## src/rtl/epdma_pkg.sv

```systemverilog
// Package: shared types for the endpoint DMA request generator.
// Assumes: one endpoint per instance; all control inputs are synchronous to clk.
package epdma_pkg;
    // Number of sticky status flags kept per endpoint.
    localparam int unsigned NFLAG = 3;
    // Flag slot positions inside the flag vectors.
    localparam int unsigned F_TXD  = 0;
    localparam int unsigned F_RXL  = 1;
    localparam int unsigned F_LAST = 2;

    // Release rule chosen by direction and hold mode.
    typedef enum logic [1:0] {
        RULE_TX_FLAG = 2'b00,
        RULE_TX_WARN = 2'b01,
        RULE_RX_FLAG = 2'b10,
        RULE_RX_WARN = 2'b11
    } epdma_rule_e;

    // Map direction and mode onto a rule.
    function automatic epdma_rule_e pick_rule(input logic is_tx, input logic warn_mode);
        return epdma_rule_e'({~is_tx, warn_mode});
    endfunction
endpackage

```

## src/rtl/epdma_stflag.sv

```systemverilog
// Module: sticky status flag, set by an event strobe, cleared by a read strobe.
// Assumes: a set in the same cycle as a clear wins; the next-state value is
// exported so that dependent logic can act at the same edge.
module epdma_stflag (
    input  logic clk,
    input  logic rst_n,
    input  logic set,
    input  logic clr,
    output logic q,
    output logic q_next
);
    // Next-state value with set priority.
    always_comb begin
        q_next = set ? 1'b1 : (clr ? 1'b0 : q);
    end

    // Flag register with synchronous reset.
    always_ff @(posedge clk) begin
        if (!rst_n) q <= 1'b0;
        else        q <= q_next;
    end

    a_r8_set_wins: assert property (@(posedge clk) disable iff (!rst_n)
        set |=> q);
    a_r8_read_clears: assert property (@(posedge clk) disable iff (!rst_n)
        (clr && !set) |=> !q);
    a_r8_holds: assert property (@(posedge clk) disable iff (!rst_n)
        (!clr && !set) |=> $stable(q));
endmodule

```

## src/rtl/epdma_enreg.sv

```systemverilog
// Module: DMA enable bit, written by firmware.
// Assumes: the serial-interface strap forbids setting the bit; the bit resets to 0.
module epdma_enreg (
    input  logic clk,
    input  logic rst_n,
    input  logic wr,
    input  logic wdata,
    input  logic strap,
    output logic q
);
    // Enable register; a write loads the data masked by the strap.
    always_ff @(posedge clk) begin
        if (!rst_n)  q <= 1'b0;
        else if (wr) q <= wdata & ~strap;
    end

    a_r10_strap_blocks: assert property (@(posedge clk) disable iff (!rst_n)
        (wr && strap) |=> !q);
    a_r10_write_loads: assert property (@(posedge clk) disable iff (!rst_n)
        (wr && !strap) |=> (q == $past(wdata)));
endmodule

```

## src/rtl/epdma_cond.sv

```systemverilog
// Module: request condition for the selected release rule.
// Assumes: flag inputs are the next-state values, so a status read or a set
// event changes the condition at the same edge as the flag itself.
module epdma_cond
    import epdma_pkg::*;
(
    input  epdma_rule_e rule,
    input  logic        txd_n,
    input  logic        rxl_n,
    input  logic        last_n,
    input  logic        fifo_empty,
    input  logic        fifo_warn,
    output logic        cond
);
    // Select the condition that keeps the request raised.
    always_comb begin
        unique case (rule)
            RULE_TX_FLAG: cond = txd_n & ~last_n;
            RULE_TX_WARN: cond = fifo_warn & ~txd_n;
            RULE_RX_FLAG: cond = rxl_n & ~fifo_empty;
            RULE_RX_WARN: cond = fifo_warn & ~fifo_empty;
            default:      cond = 1'b0;
        endcase
    end
endmodule

```

## src/rtl/epdma_req_gen.sv

```systemverilog
// Module: endpoint DMA request generator (top).
// Holds the status flags and the DMA enable bit, and drives a registered level
// request. The request follows the release rule while the endpoint and DMA are
// enabled; with the gate off it is held only while an acknowledged cycle runs.
// Assumes: dir_tx and hold_mode are quasi-static configuration.
module epdma_req_gen
    import epdma_pkg::*;
(
    input  logic clk,
    input  logic rst_n,
    input  logic serial_strap,
    input  logic dma_en_wr,
    input  logic dma_en_wdata,
    input  logic ep_en,
    input  logic dir_tx,
    input  logic hold_mode,
    input  logic tx_done_set,
    input  logic rx_last_set,
    input  logic stat_rd,
    input  logic last_cmd,
    input  logic fifo_empty,
    input  logic fifo_warn,
    input  logic dma_ack,
    output logic dma_req,
    output logic dma_en,
    output logic tx_done_flag,
    output logic rx_last_flag
);
    logic [NFLAG-1:0] flag_set;
    logic [NFLAG-1:0] flag_q;
    logic [NFLAG-1:0] flag_n;
    logic             cond;
    logic             gate;
    logic             req_d;

    // Gather the set strobes of the flags.
    always_comb begin
        flag_set         = '0;
        flag_set[F_TXD]  = tx_done_set;
        flag_set[F_RXL]  = rx_last_set;
        flag_set[F_LAST] = last_cmd;
    end

    // One sticky flag per slot, all cleared by a status read.
    for (genvar i = 0; i < NFLAG; i++) begin : g_flag
        epdma_stflag u_flag (
            .clk    (clk),
            .rst_n  (rst_n),
            .set    (flag_set[i]),
            .clr    (stat_rd),
            .q      (flag_q[i]),
            .q_next (flag_n[i])
        );
    end

    epdma_enreg u_en (
        .clk   (clk),
        .rst_n (rst_n),
        .wr    (dma_en_wr),
        .wdata (dma_en_wdata),
        .strap (serial_strap),
        .q     (dma_en)
    );

    epdma_cond u_cond (
        .rule       (pick_rule(dir_tx, hold_mode)),
        .txd_n      (flag_n[F_TXD]),
        .rxl_n      (flag_n[F_RXL]),
        .last_n     (flag_n[F_LAST]),
        .fifo_empty (fifo_empty),
        .fifo_warn  (fifo_warn),
        .cond       (cond)
    );

    // Next request: follow the rule when gated on, else drain an acknowledged cycle.
    always_comb begin
        gate  = ep_en & dma_en;
        req_d = gate ? cond : (dma_req & dma_ack & cond);
    end

    // Registered request output, cleared synchronously on reset.
    always_ff @(posedge clk) begin
        if (!rst_n) dma_req <= 1'b0;
        else        dma_req <= req_d;
    end

    assign tx_done_flag = flag_q[F_TXD];
    assign rx_last_flag = flag_q[F_RXL];

    a_r2_disabled_stays_low: assert property (@(posedge clk) disable iff (!rst_n)
        (!ep_en && !dma_req) |=> !dma_req);
    a_r2_rise_needs_gate: assert property (@(posedge clk) disable iff (!rst_n)
        $rose(dma_req) |-> $past(ep_en && dma_en));
    a_r9_no_ack_drops: assert property (@(posedge clk) disable iff (!rst_n)
        (!(ep_en && dma_en) && !dma_ack) |=> !dma_req);
    a_r7_rx_empty_drops: assert property (@(posedge clk) disable iff (!rst_n)
        (!dir_tx && fifo_empty) |=> !dma_req);
    a_r4_last_cmd_drops: assert property (@(posedge clk) disable iff (!rst_n)
        (dir_tx && !hold_mode && last_cmd) |=> !dma_req);
endmodule

```

## config.mk

```make
export PLATFORM = sky130hd
export DESIGN_NAME = epdma_req_gen
export DESIGN_NICKNAME = d
export VERILOG_FILES = /design/src/rtl/epdma_pkg.sv /design/src/rtl/epdma_stflag.sv /design/src/rtl/epdma_enreg.sv /design/src/rtl/epdma_cond.sv /design/src/rtl/epdma_req_gen.sv
export SDC_FILE = /design/constraint.sdc
export NUM_CORES = 1
export LEC_CHECK = 0
export BUFFER_PORTS_ARGS = -buffer_cell sky130_fd_sc_hd__clkbuf_2
export CELL_PAD_IN_SITES_DETAIL_PLACEMENT = 2
export CELL_PAD_IN_SITES_GLOBAL_PLACEMENT = 2
export CORE_MARGIN = 2
export CORE_UTILIZATION = 15
export CTS_CLUSTER_DIAMETER = 150
export DETAILED_ROUTE_END_ITERATION = 12
export PLACE_DENSITY_LB_ADDON = 0.2
export SLEW_MARGIN = 25
export SYNTH_ARGS = -nofsm -noshare
export SYNTH_HDL_FRONTEND = slang
export SYNTH_SLANG_ARGS = --single-unit
export TNS_END_PERCENT = 20
```

## constraint.sdc

```tcl
create_clock -name clk -period 1 [get_ports clk]
set_clock_uncertainty 0.1 [all_clocks]
set_input_delay 0.05 -clock clk [delete_from_list [all_inputs] [get_ports clk]]
set_output_delay 0.05 -clock clk [all_outputs]
set_load 0.005 [all_outputs]
```

==> results of run 1 <==
==> timing repair <==
action | 4_1_cts | 5_1_grt
hold endpoints to repair | 5 | 0
resized for setup | 2 | 1
hold buffers | 6 | 0
cloned | 0 | 0
endpoints found under the setup margin | 1 | 1
==> flip-flops by register name, indices dropped and copies added, names as in the netlist <==
signal	flops
g_flag.u_flag.q	3
dma_req	1
u_en.q	1
==> logic make-up (layout without fill, tap and decap cells) <==
kind of cell           count (synthesis)  after routing  synth area share [%]
DFF                                    5              5                 41.67
and+or+nand+nor                        8              8                 19.27
AOI/OAI and AO/OA                      9              9                 32.81
buffers and inverters                  4             34                 6.248
==> synthesized netlist by cell type <==
master,count
dfxtp_1,5
inv_1,4
nand2b_1,3
nor2b_1,2
o21a_1,2
a21boi_0,1
a22o_1,1
a311oi_2,1
and2_1,1
nand2_1,1
nand3_1,1
o2111ai_1,1
o21bai_1,1
o22ai_1,1
o311a_1,1
==> worst reg2reg max path: stages (launching register included) <==
cell,delay (ns)
dfxtp_2,0.31
nor2b_4,0.13
o311a_1,0.29
a311oi_2,0.19
==> metal layers <==
layer  vias to the layer above  global-route usage, %  share of wire [%]
li1                        152                      -                  -
met1                       147                  9.799                 38
met2                        13                  18.82                 53
met3                         0                  6.531                8.6
met4                         0                  3.636                  0
met5                         -                      0                  0
==> final timing paths <==
kind                           start                 end  slack [ns]  cells after the start
hold / removal            fifo_empty             dma_req        0.01                      4
setup reg to reg  g_flag[0].u_flag.q             dma_req       -0.11                      3
setup / recovery  g_flag[0].u_flag.q             dma_req       -0.11                      3
hold reg to reg   g_flag[2].u_flag.q  g_flag[2].u_flag.q        0.40                      2
==> layout make-up <==
cell class	count	area, um2	area share [%]
tap	16	20.02	4.348
sequential	5	101.3	22.01
multi-input combinational	17	132.6	28.80
inverter	4	15.01	3.261
clock buffer	4	26.28	5.707
timing repair buffer	26	165.2	35.87
==> per-stage QoR <==
step	worst slack, ns	total power, W	instance area (um2)
final	-0.1099	0.0005626	460.4
after global routing	-0.1610	0.0005991	460.4
after CTS	-0.1181	0.0005755	459.2
after detailed placement	-0.1546	0.0003018	365.4
after global placement	-0.07393	0.0002976	365.4
after floorplan	-0.07378	0.0002473	240.2
==> where the power goes <==
| part | switching [W] | internal (W) | total, W |
|---|---|---|---|
| Clock | 0.0000919 | 0.000151 | 0.000243 |
| Combinational | 0.0000395 | 0.0000649 | 0.000104 |
| Sequential | 0.00000450 | 0.000210 | 0.000215 |
==> impl_metrics.tcl, run 1 <==
set metrics [dict create \
    outcome "finished with violations" \
    violations "negative setup slack" \
    relSlewSlack_pct 86.96 \
    tightest_slew_ns 0.1954 \
    antenna_found_initial 0 \
    cp-end-kind "flip-flop" \
    drive_above_1_share_pct 46.43 \
    cts_tree "built" \
    yosysWarnings 0 \
    yosysTopAreaCell "dfxtp_1" \
    vias 312 \
    period_share_pct 111.0 \
    drc_errors 0 \
    ant_nets 0 \
    arrival_ns 1.17 \
    cpPeakStageDelay_ns 0.31 \
    place.gp.congestion 0.6633 \
    synthesis.area_um2 240.2 \
    fin_hold_ws_ns 0.01005 \
    cap_viol_max_count 0 \
    grtUsageTotal_pct 10.57 \
    die_h_um 44.02 \
    setup_viol 1 \
    cp-start-kind "flip-flop" \
    cp.required_ns 1.06 \
    fin_nets 72 \
    rsz0062_at_grt "yes" \
    crit_chain "nor2b_4 > o311a_1 > a311oi_2" \
    ys_ff_latch 5 \
    cts_buffers 3 \
    grt_overflow 0 \
    critPathMaxFanout 3 \
    setup_ws_ns -0.1099 \
    io_pins 19 \
    post_cts_buffers 0 \
    post_drt_wl_per_cell_um 12.32 \
    synth_cell_type_count 15 \
    grt_first_pass_wirelength_um 1414 \
    drt_iter0_drc 0 \
    viasPerCell 4.333 \
    syn_nets 41 \
    place_inst 62 \
    ys_seq_area_share_pct 41.67 \
    synth_top_cell_area_share_pct 41.67 \
    drt-total-wl_um 887 \
    setup_tns_ns -0.1099 \
    layout.cells.non_filler 72 \
    core.rowCount 14 \
    core_area_um2 1506 \
    dieArea_um2 1938 \
    cp_slowest_cell "dfxtp_2" \
    final_cell_mix "clkbuf_2, dlygate4sd3_1, inv_1, dfxtp_1" \
    hold_path.class "in2reg" \
    fillCellCount 190 \
    vdd_ir_drop_max_mv 0.5476 \
    clockBufferDepth 2 \
    layout_commonest_cell "clkbuf_2" \
    p_leak_nw 0.2259 \
    path_class "reg2reg" \
    final-hold-violation-count 0 \
    first_pass_iters 1 \
    clock.fmax_mhz 901.0 \
    diodes 0 \
    die_x_um 44.02 \
    clk_latency_ns 0.25 \
    grt_max_degree 5 \
    period_needed_ns 1.110 \
    io_buffers 18 \
    critical_path.top_delay_family "compound AO/OA/AOI/OAI gates" \
    start_util_pct 15.95 \
    cts_sinks 5 \
    synthesis.instances 26 \
    synthTopCellsByArea "dfxtp_1, nand2b_1, a311oi_2" \
    cts-root-buf "clkbuf_4" \
    grt_pass1_vias 340 \
    htreeDepth 1 \
    final_util_pct 30.56 \
    areaGrowthSynthToFinish_pct 91.67 \
    power_density_nw_per_um2 1222 \
    dp_hpwl_um 681.2 \
    finalMaxSlewViolations 0 \
    synth_area_per_cell_um2 9.240 \
    crit_buf_inv 0 \
    path_clk_slew_ns 0.04 \
]
(Power assumes the default switching activity.)
==> inputs of run 2 (changes only) <==
--- a/config.mk
+++ b/config.mk
@@ -8,7 +8,6 @@
 export BUFFER_PORTS_ARGS = -buffer_cell sky130_fd_sc_hd__clkbuf_2
 export CELL_PAD_IN_SITES_DETAIL_PLACEMENT = 2
 export CELL_PAD_IN_SITES_GLOBAL_PLACEMENT = 2
-export CORE_MARGIN = 2
 export CORE_UTILIZATION = 15
 export CTS_CLUSTER_DIAMETER = 150
 export DETAILED_ROUTE_END_ITERATION = 12
==> impl_metrics.tcl, run 2 (synthesis results as in run 1) <==
set metrics [dict create \
    outcome "finished with violations" \
    violations "negative setup slack" \
    cp-start-kind "flip-flop" \
    path_clk_slew_ns 0.05 \
    final-hold-violation-count 0 \
    vias 311 \
    cts_sinks 5 \
    drc_errors 0 \
    layout_commonest_cell "clkbuf_2" \
    regMostFlops "g_flag.u_flag.q" \
    cts_tree "built" \
    period_share_pct 111.3 \
    cp.required_ns 1.05 \
    areaGrowthSynthToFinish_pct 91.15 \
    setup_ws_ns -0.1132 \
    largest_reg_flops 3 \
    cts_buffers 3 \
    cts-root-buf "clkbuf_4" \
    dp_hpwl_um 651.4 \
    start_util_pct 15.95 \
    path_class "reg2reg" \
    drive_above_1_share_pct 44.64 \
    grt_pass1_vias 342 \
    post_cts_buffers 0 \
    p_leak_nw 0.2257 \
    drt-total-wl_um 852 \
    diodes 0 \
    largestRegisters "g_flag.u_flag.q (3), dma_req (1), u_en.q (1)" \
    cp_slowest_cell "dfxtp_1" \
    crit_chain "nor2b_4 > o311a_1 > a311oi_2" \
    final_cell_mix "clkbuf_2, dlygate4sd3_1, dfxtp_1" \
    io_pins 19 \
    clockBufferDepth 2 \
    stdcell_area_um2 459.2 \
    htreeDepth 1 \
    vdd_ir_drop_max_mv 0.5880 \
    grtUsageTotal_pct 10.93 \
    placed_area_um2 365.4 \
    die_x_um 42.02 \
    hold_path.class "in2reg" \
    core.rowCount 14 \
    clk_latency_ns 0.24 \
    drt_iter0_drc 1 \
    fin_nets 72 \
    io_buffers 18 \
    die_h_um 42.02 \
    antenna_found_initial 0 \
    critPathMaxFanout 3 \
    viasPerCell 4.319 \
    grt_overflow 0 \
    ant_nets 0 \
    finalMaxSlewViolations 0 \
    cp-end-kind "flip-flop" \
    post_drt_wl_per_cell_um 11.83 \
    first_pass_iters 2 \
    fin_hold_ws_ns 0.01370 \
    place.gp.congestion 0.6520 \
    grt_first_pass_wirelength_um 1359 \
    core_area_um2 1506 \
    setup_viol 1 \
    relSlewSlack_pct 86.34 \
    grt_max_degree 5 \
    power_density_nw_per_um2 1220 \
    rsz0062_at_grt "yes" \
    dieArea_um2 1766 \
    tightest_slew_ns 0.2048 \
    arrival_ns 1.17 \
    reg2reg_depth 3 \
    clock.fmax_mhz 898.3 \
    reg2reg_slack_ns -0.11 \
    period_needed_ns 1.113 \
    cap_viol_max_count 0 \
    cpPeakStageDelay_ns 0.30 \
    min_path_cells 4 \
]
## run 2: cell types whose count changed in the layout (fill, tap and decap cells not counted)
cell,before,now
dfxtp_2,1,0
dfxtp_1,4,5
## run 2: per-stage QoR
stage	std cells	power, W	util, %	setup TNS, ns	setup slack (ns)
2_1_floorplan	26	0.0002473	-	-0.07378	-0.07378
3_3_place_gp	62	0.0002975	24.25	-0.07393	-0.07393
3_5_place_dp	62	0.0003016	24.25	-0.1610	-0.1610
4_1_cts	72	0.0005716	30.48	-0.1351	-0.1351
5_1_grt	72	0.0005969	30.48	-0.1725	-0.1725
6_report	72	0.0005601	30.48	-0.1132	-0.1132
## run 2: path summary, 6_finish.rpt
kind	startpoint	end
worst min-delay path	fifo_empty	dma_req
worst min register to register	g_flag[2].u_flag.q	g_flag[2].u_flag.q
worst max register to register	g_flag[0].u_flag.q	dma_req
worst max-delay path	g_flag[0].u_flag.q	dma_req
## run 2: power breakdown
| group | total, W | switching, W | leakage [nW] | internal (W) |
|---|---|---|---|---|
| Sequential | 0.000215 | 0.00000473 | 0.0413 | 0.000210 |
| Combinational | 0.000104 | 0.0000395 | 0.169 | 0.0000649 |
| Clock | 0.000241 | 0.0000899 | 0.0150 | 0.000151 |
| Total | 0.000560 | 0.000134 | 0.226 | 0.000426 |
## run 2: layout make-up
| type | instances | area, um2 |
|---|---|---|
| Sequential cell | 5 | 100.1 |
| Fill cell | 189 | 1047 |
| Multi-Input combinational cell | 17 | 132.6 |
| Inverter | 4 | 15.01 |
| Timing Repair Buffer | 26 | 165.2 |
| Clock buffer | 4 | 26.28 |
| Tap cell | 16 | 20.02 |
## run 2: worst max-delay path: cells and delay by family, from the launching register on
family             cells  cell delay [ns]
AOI/OAI and AO/OA      2             0.49
and+or+nand+nor        1             0.13
DFF                    1             0.30
## run 2: what timing repair did
| item | in CTS | in global routing |
|---|---|---|
| resized for setup | 2 | 0 |
| setup endpoints to repair | 1 | 1 |
| hold buffers | 6 | 0 |
| endpoints found under the hold margin | 5 | 0 |
## run 2: per-layer routing
layer / track usage (%) / wire, um / vias to the layer above
li1: - / - / 152
met2: 19.38 / 460 / 15
met1: 9.893 / 307 / 144
met3: 7.328 / 83 / 0
met5: 0 / 0 / -
met4: 3.750 / 0 / 0
==> inputs of run 3 (changes only) <==
--- a/config.mk
+++ b/config.mk
@@ -5,10 +5,12 @@
 export SDC_FILE = /design/constraint.sdc
 export NUM_CORES = 1
 export LEC_CHECK = 0
+export ABC_AREA = 1
 export BUFFER_PORTS_ARGS = -buffer_cell sky130_fd_sc_hd__clkbuf_2
 export CELL_PAD_IN_SITES_DETAIL_PLACEMENT = 2
 export CELL_PAD_IN_SITES_GLOBAL_PLACEMENT = 2
-export CORE_UTILIZATION = 15
+export CORE_ASPECT_RATIO = 0.8
+export CORE_UTILIZATION = 13
 export CTS_CLUSTER_DIAMETER = 150
 export DETAILED_ROUTE_END_ITERATION = 12
 export PLACE_DENSITY_LB_ADDON = 0.2
==> constraint.sdc (replaced) <==
create_clock -name clk -period 0.9 [get_ports clk]
set_clock_uncertainty 0.1 [all_clocks]
set_input_delay 0.045 -clock clk [delete_from_list [all_inputs] [get_ports clk]]
set_output_delay 0.045 -clock clk [all_outputs]
set_load 0.005 [all_outputs]
==> impl_metrics.tcl, run 3 <==
set metrics [dict create \
    outcome "finished with violations" \
    violations "negative hold slack, negative setup slack" \
    grt_overflow 0 \
    io_pins 19 \
    final_util_pct 30.92 \
    fin_hold_ws_ns -0.008544 \
    core_area_um2 1643 \
    layout.cells.non_filler 90 \
    vdd_ir_drop_max_mv 0.4355 \
    final_cell_mix "clkbuf_2, nand2_1, dlygate4sd3_1" \
    syn_nets 49 \
    core.rowCount 13 \
    clockBufferDepth 2 \
    tightest_slew_ns 0.1519 \
    vias 339 \
    multi_input_area_um2 130.1 \
    period_share_pct 102.2 \
    dp_hpwl_um 592.6 \
    layout_commonest_cell "clkbuf_2" \
    yosys-top-cells-count "nand2_1, a21oi_1, dfxtp_1, inv_1" \
    ys.flop_type "dfxtp_1" \
    largest_reg_flops 3 \
    yosysMostFrequentCell "nand2_1" \
    clk_latency_ns 0.24 \
    cap_viol_max_count 0 \
    cpPeakStageDelay_ns 0.32 \
    cp-start-kind "flip-flop" \
    dieArea_um2 1934 \
    synthTopCellsByArea "dfxtp_1, nand2_1, a21oi_1" \
    synthesis.area_um2 229.0 \
    crit_chain "buf_4 > clkbuf_2" \
    largestRegisters "g_flag.u_flag.q (3), dma_req (1), u_en.q (1)" \
    die_x_um 48.92 \
    p_leak_nw 0.2620 \
    topRoutingLayerUsed "met4" \
    critical_path.top_delay_family "flip-flops" \
    path_clk_slew_ns 0.05 \
    wl_met2_um 416 \
    path_class "reg2out" \
    areaGrowthSynthToFinish_pct 121.9 \
    post_drt_wl_per_cell_um 8.967 \
    io_buffers 18 \
    ant_nets 0 \
    die_h_um 39.54 \
    period_needed_ns 0.9196 \
    crit_buf_inv 2 \
    yosysTopAreaCell "dfxtp_1" \
    final-hold-violation-count 1 \
    drt_iter0_drc 1 \
    antenna_found_initial 0 \
    async_reset_ff_share_pct 0 \
    cts_buffers 3 \
    ys_ff_latch 5 \
    cts_tree "built" \
    diodes 0 \
    grt_first_pass_wirelength_um 1352 \
    cts_sinks 5 \
    placed_area_um2 376.6 \
    synth_top_cell_area_share_pct 43.72 \
    htreeDepth 1 \
    power_density_nw_per_um2 1276 \
    cp_slowest_cell "dfxtp_2" \
    place_inst 78 \
    wl_met3_um 74 \
    viasPerCell 3.767 \
    grtUsageTotal_pct 10.56 \
    grt_pass1_vias 346 \
    cp-end-kind "output pin" \
    hold_path.class "in2reg" \
    place.gp.congestion 0.6639 \
    arrival_ns 0.77 \
    synth_cell_type_count 11 \
    drive_above_1_share_pct 58.82 \
    synth_edf_count 0 \
    relSlewSlack_pct 89.88 \
    regMostFlops "g_flag.u_flag.q" \
    setup_viol 3 \
    yosysWarnings 0 \
    fin_nets 84 \
    stdcell_area_um2 508.0 \
    clock.fmax_mhz 1087 \
    critPathMaxFanout 2 \
    ff_latch_area_um2 103.9 \
    cts-root-buf "clkbuf_4" \
    ys_seq_area_share_pct 43.72 \
    drt-total-wl_um 807 \
    first_pass_iters 2 \
    fillCellCount 202 \
    synthesis.instances 34 \
    grt_max_degree 4 \
    finalMaxSlewViolations 0 \
    synth_area_per_cell_um2 6.734 \
    cp.required_ns 0.75 \
    rsz0062_at_grt "yes" \
    drc_errors 0 \
    start_util_pct 13.94 \
    setup_ws_ns -0.01956 \
    wl_met1_um 308 \
]
-- run 3: worst paths after layout --
path | from | endpoint | slack (ns) | depth (start not counted)
setup / recovery | g_flag[0].u_flag.q | tx_done_flag | -0.02 | 2
hold reg to reg | g_flag[0].u_flag.q | g_flag[0].u_flag.q | 0.39 | 2
hold / removal | rst_n | g_flag[1].u_flag.q | -0.009 | 3
setup reg to reg | g_flag[0].u_flag.q | dma_req | 0 | 5
-- run 3: cell families (layout without fill, tap and decap cells) --
kind of cell / Yosys count / after routing / share of synthesized area [%]
buffers and inverters: 6 / 40 / 9.835
AOI/OAI and AO/OA: 8 / 8 / 20.22
and+or+nand+nor: 15 / 15 / 26.23
DFF: 5 / 5 / 43.72
-- run 3: final cells by class --
class	count	area share, %
repair buffers	30	38.92
multi-input cells	23	25.62
flip-flops and latches	5	20.44
well taps	22	5.419
clock buffers	4	5.172
inverters	6	4.433
-- run 3: repair_timing --
| item | in CTS | in global routing |
|---|---|---|
| endpoints found under the hold margin | 4 | 0 |
| hold buffers | 7 | 0 |
| endpoints found under the setup margin | 3 | 5 |
| pin swaps | 4 | 5 |
| gates resized for setup | 5 | 6 |
| setup buffers | 1 | 0 |
-- run 3: worst reg2reg max path, delay by kind of cell, from the launching register on --
kind | cells | cell delay, ns
DFF | 1 | 0.32
AOI/OAI and AO/OA | 1 | 0.13
and+or+nand+nor | 4 | 0.25
-- run 3: report_power, final --
| part | total [W] | internal (W) | switching, W |
|---|---|---|---|
| clock network | 0.000266 | 0.000168 | 0.0000984 |
| registers | 0.000244 | 0.000236 | 0.00000727 |
| logic | 0.000138 | 0.0000825 | 0.0000556 |
-- run 3: through the flow --
stage           TNS, ns  power (W)  setup WS, ns
6_report       -0.04098  0.0006481      -0.01956
5_1_grt         -0.2363  0.0007030      -0.07584
4_1_cts        -0.09991  0.0006585      -0.03954
3_5_place_dp   -0.04359  0.0003462      -0.04359
3_3_place_gp   -0.03924  0.0003453      -0.03924
2_1_floorplan         0  0.0002807      0.004885
-- run 3: layer usage --
| metal | up-vias | global-route usage (%) |
|---|---|---|
| li1 | 172 | - |
| met1 | 152 | 9.481 |
| met2 | 13 | 18.06 |
| met3 | 2 | 7.364 |
| met4 | 0 | 6.618 |
| met5 | - | 0 |
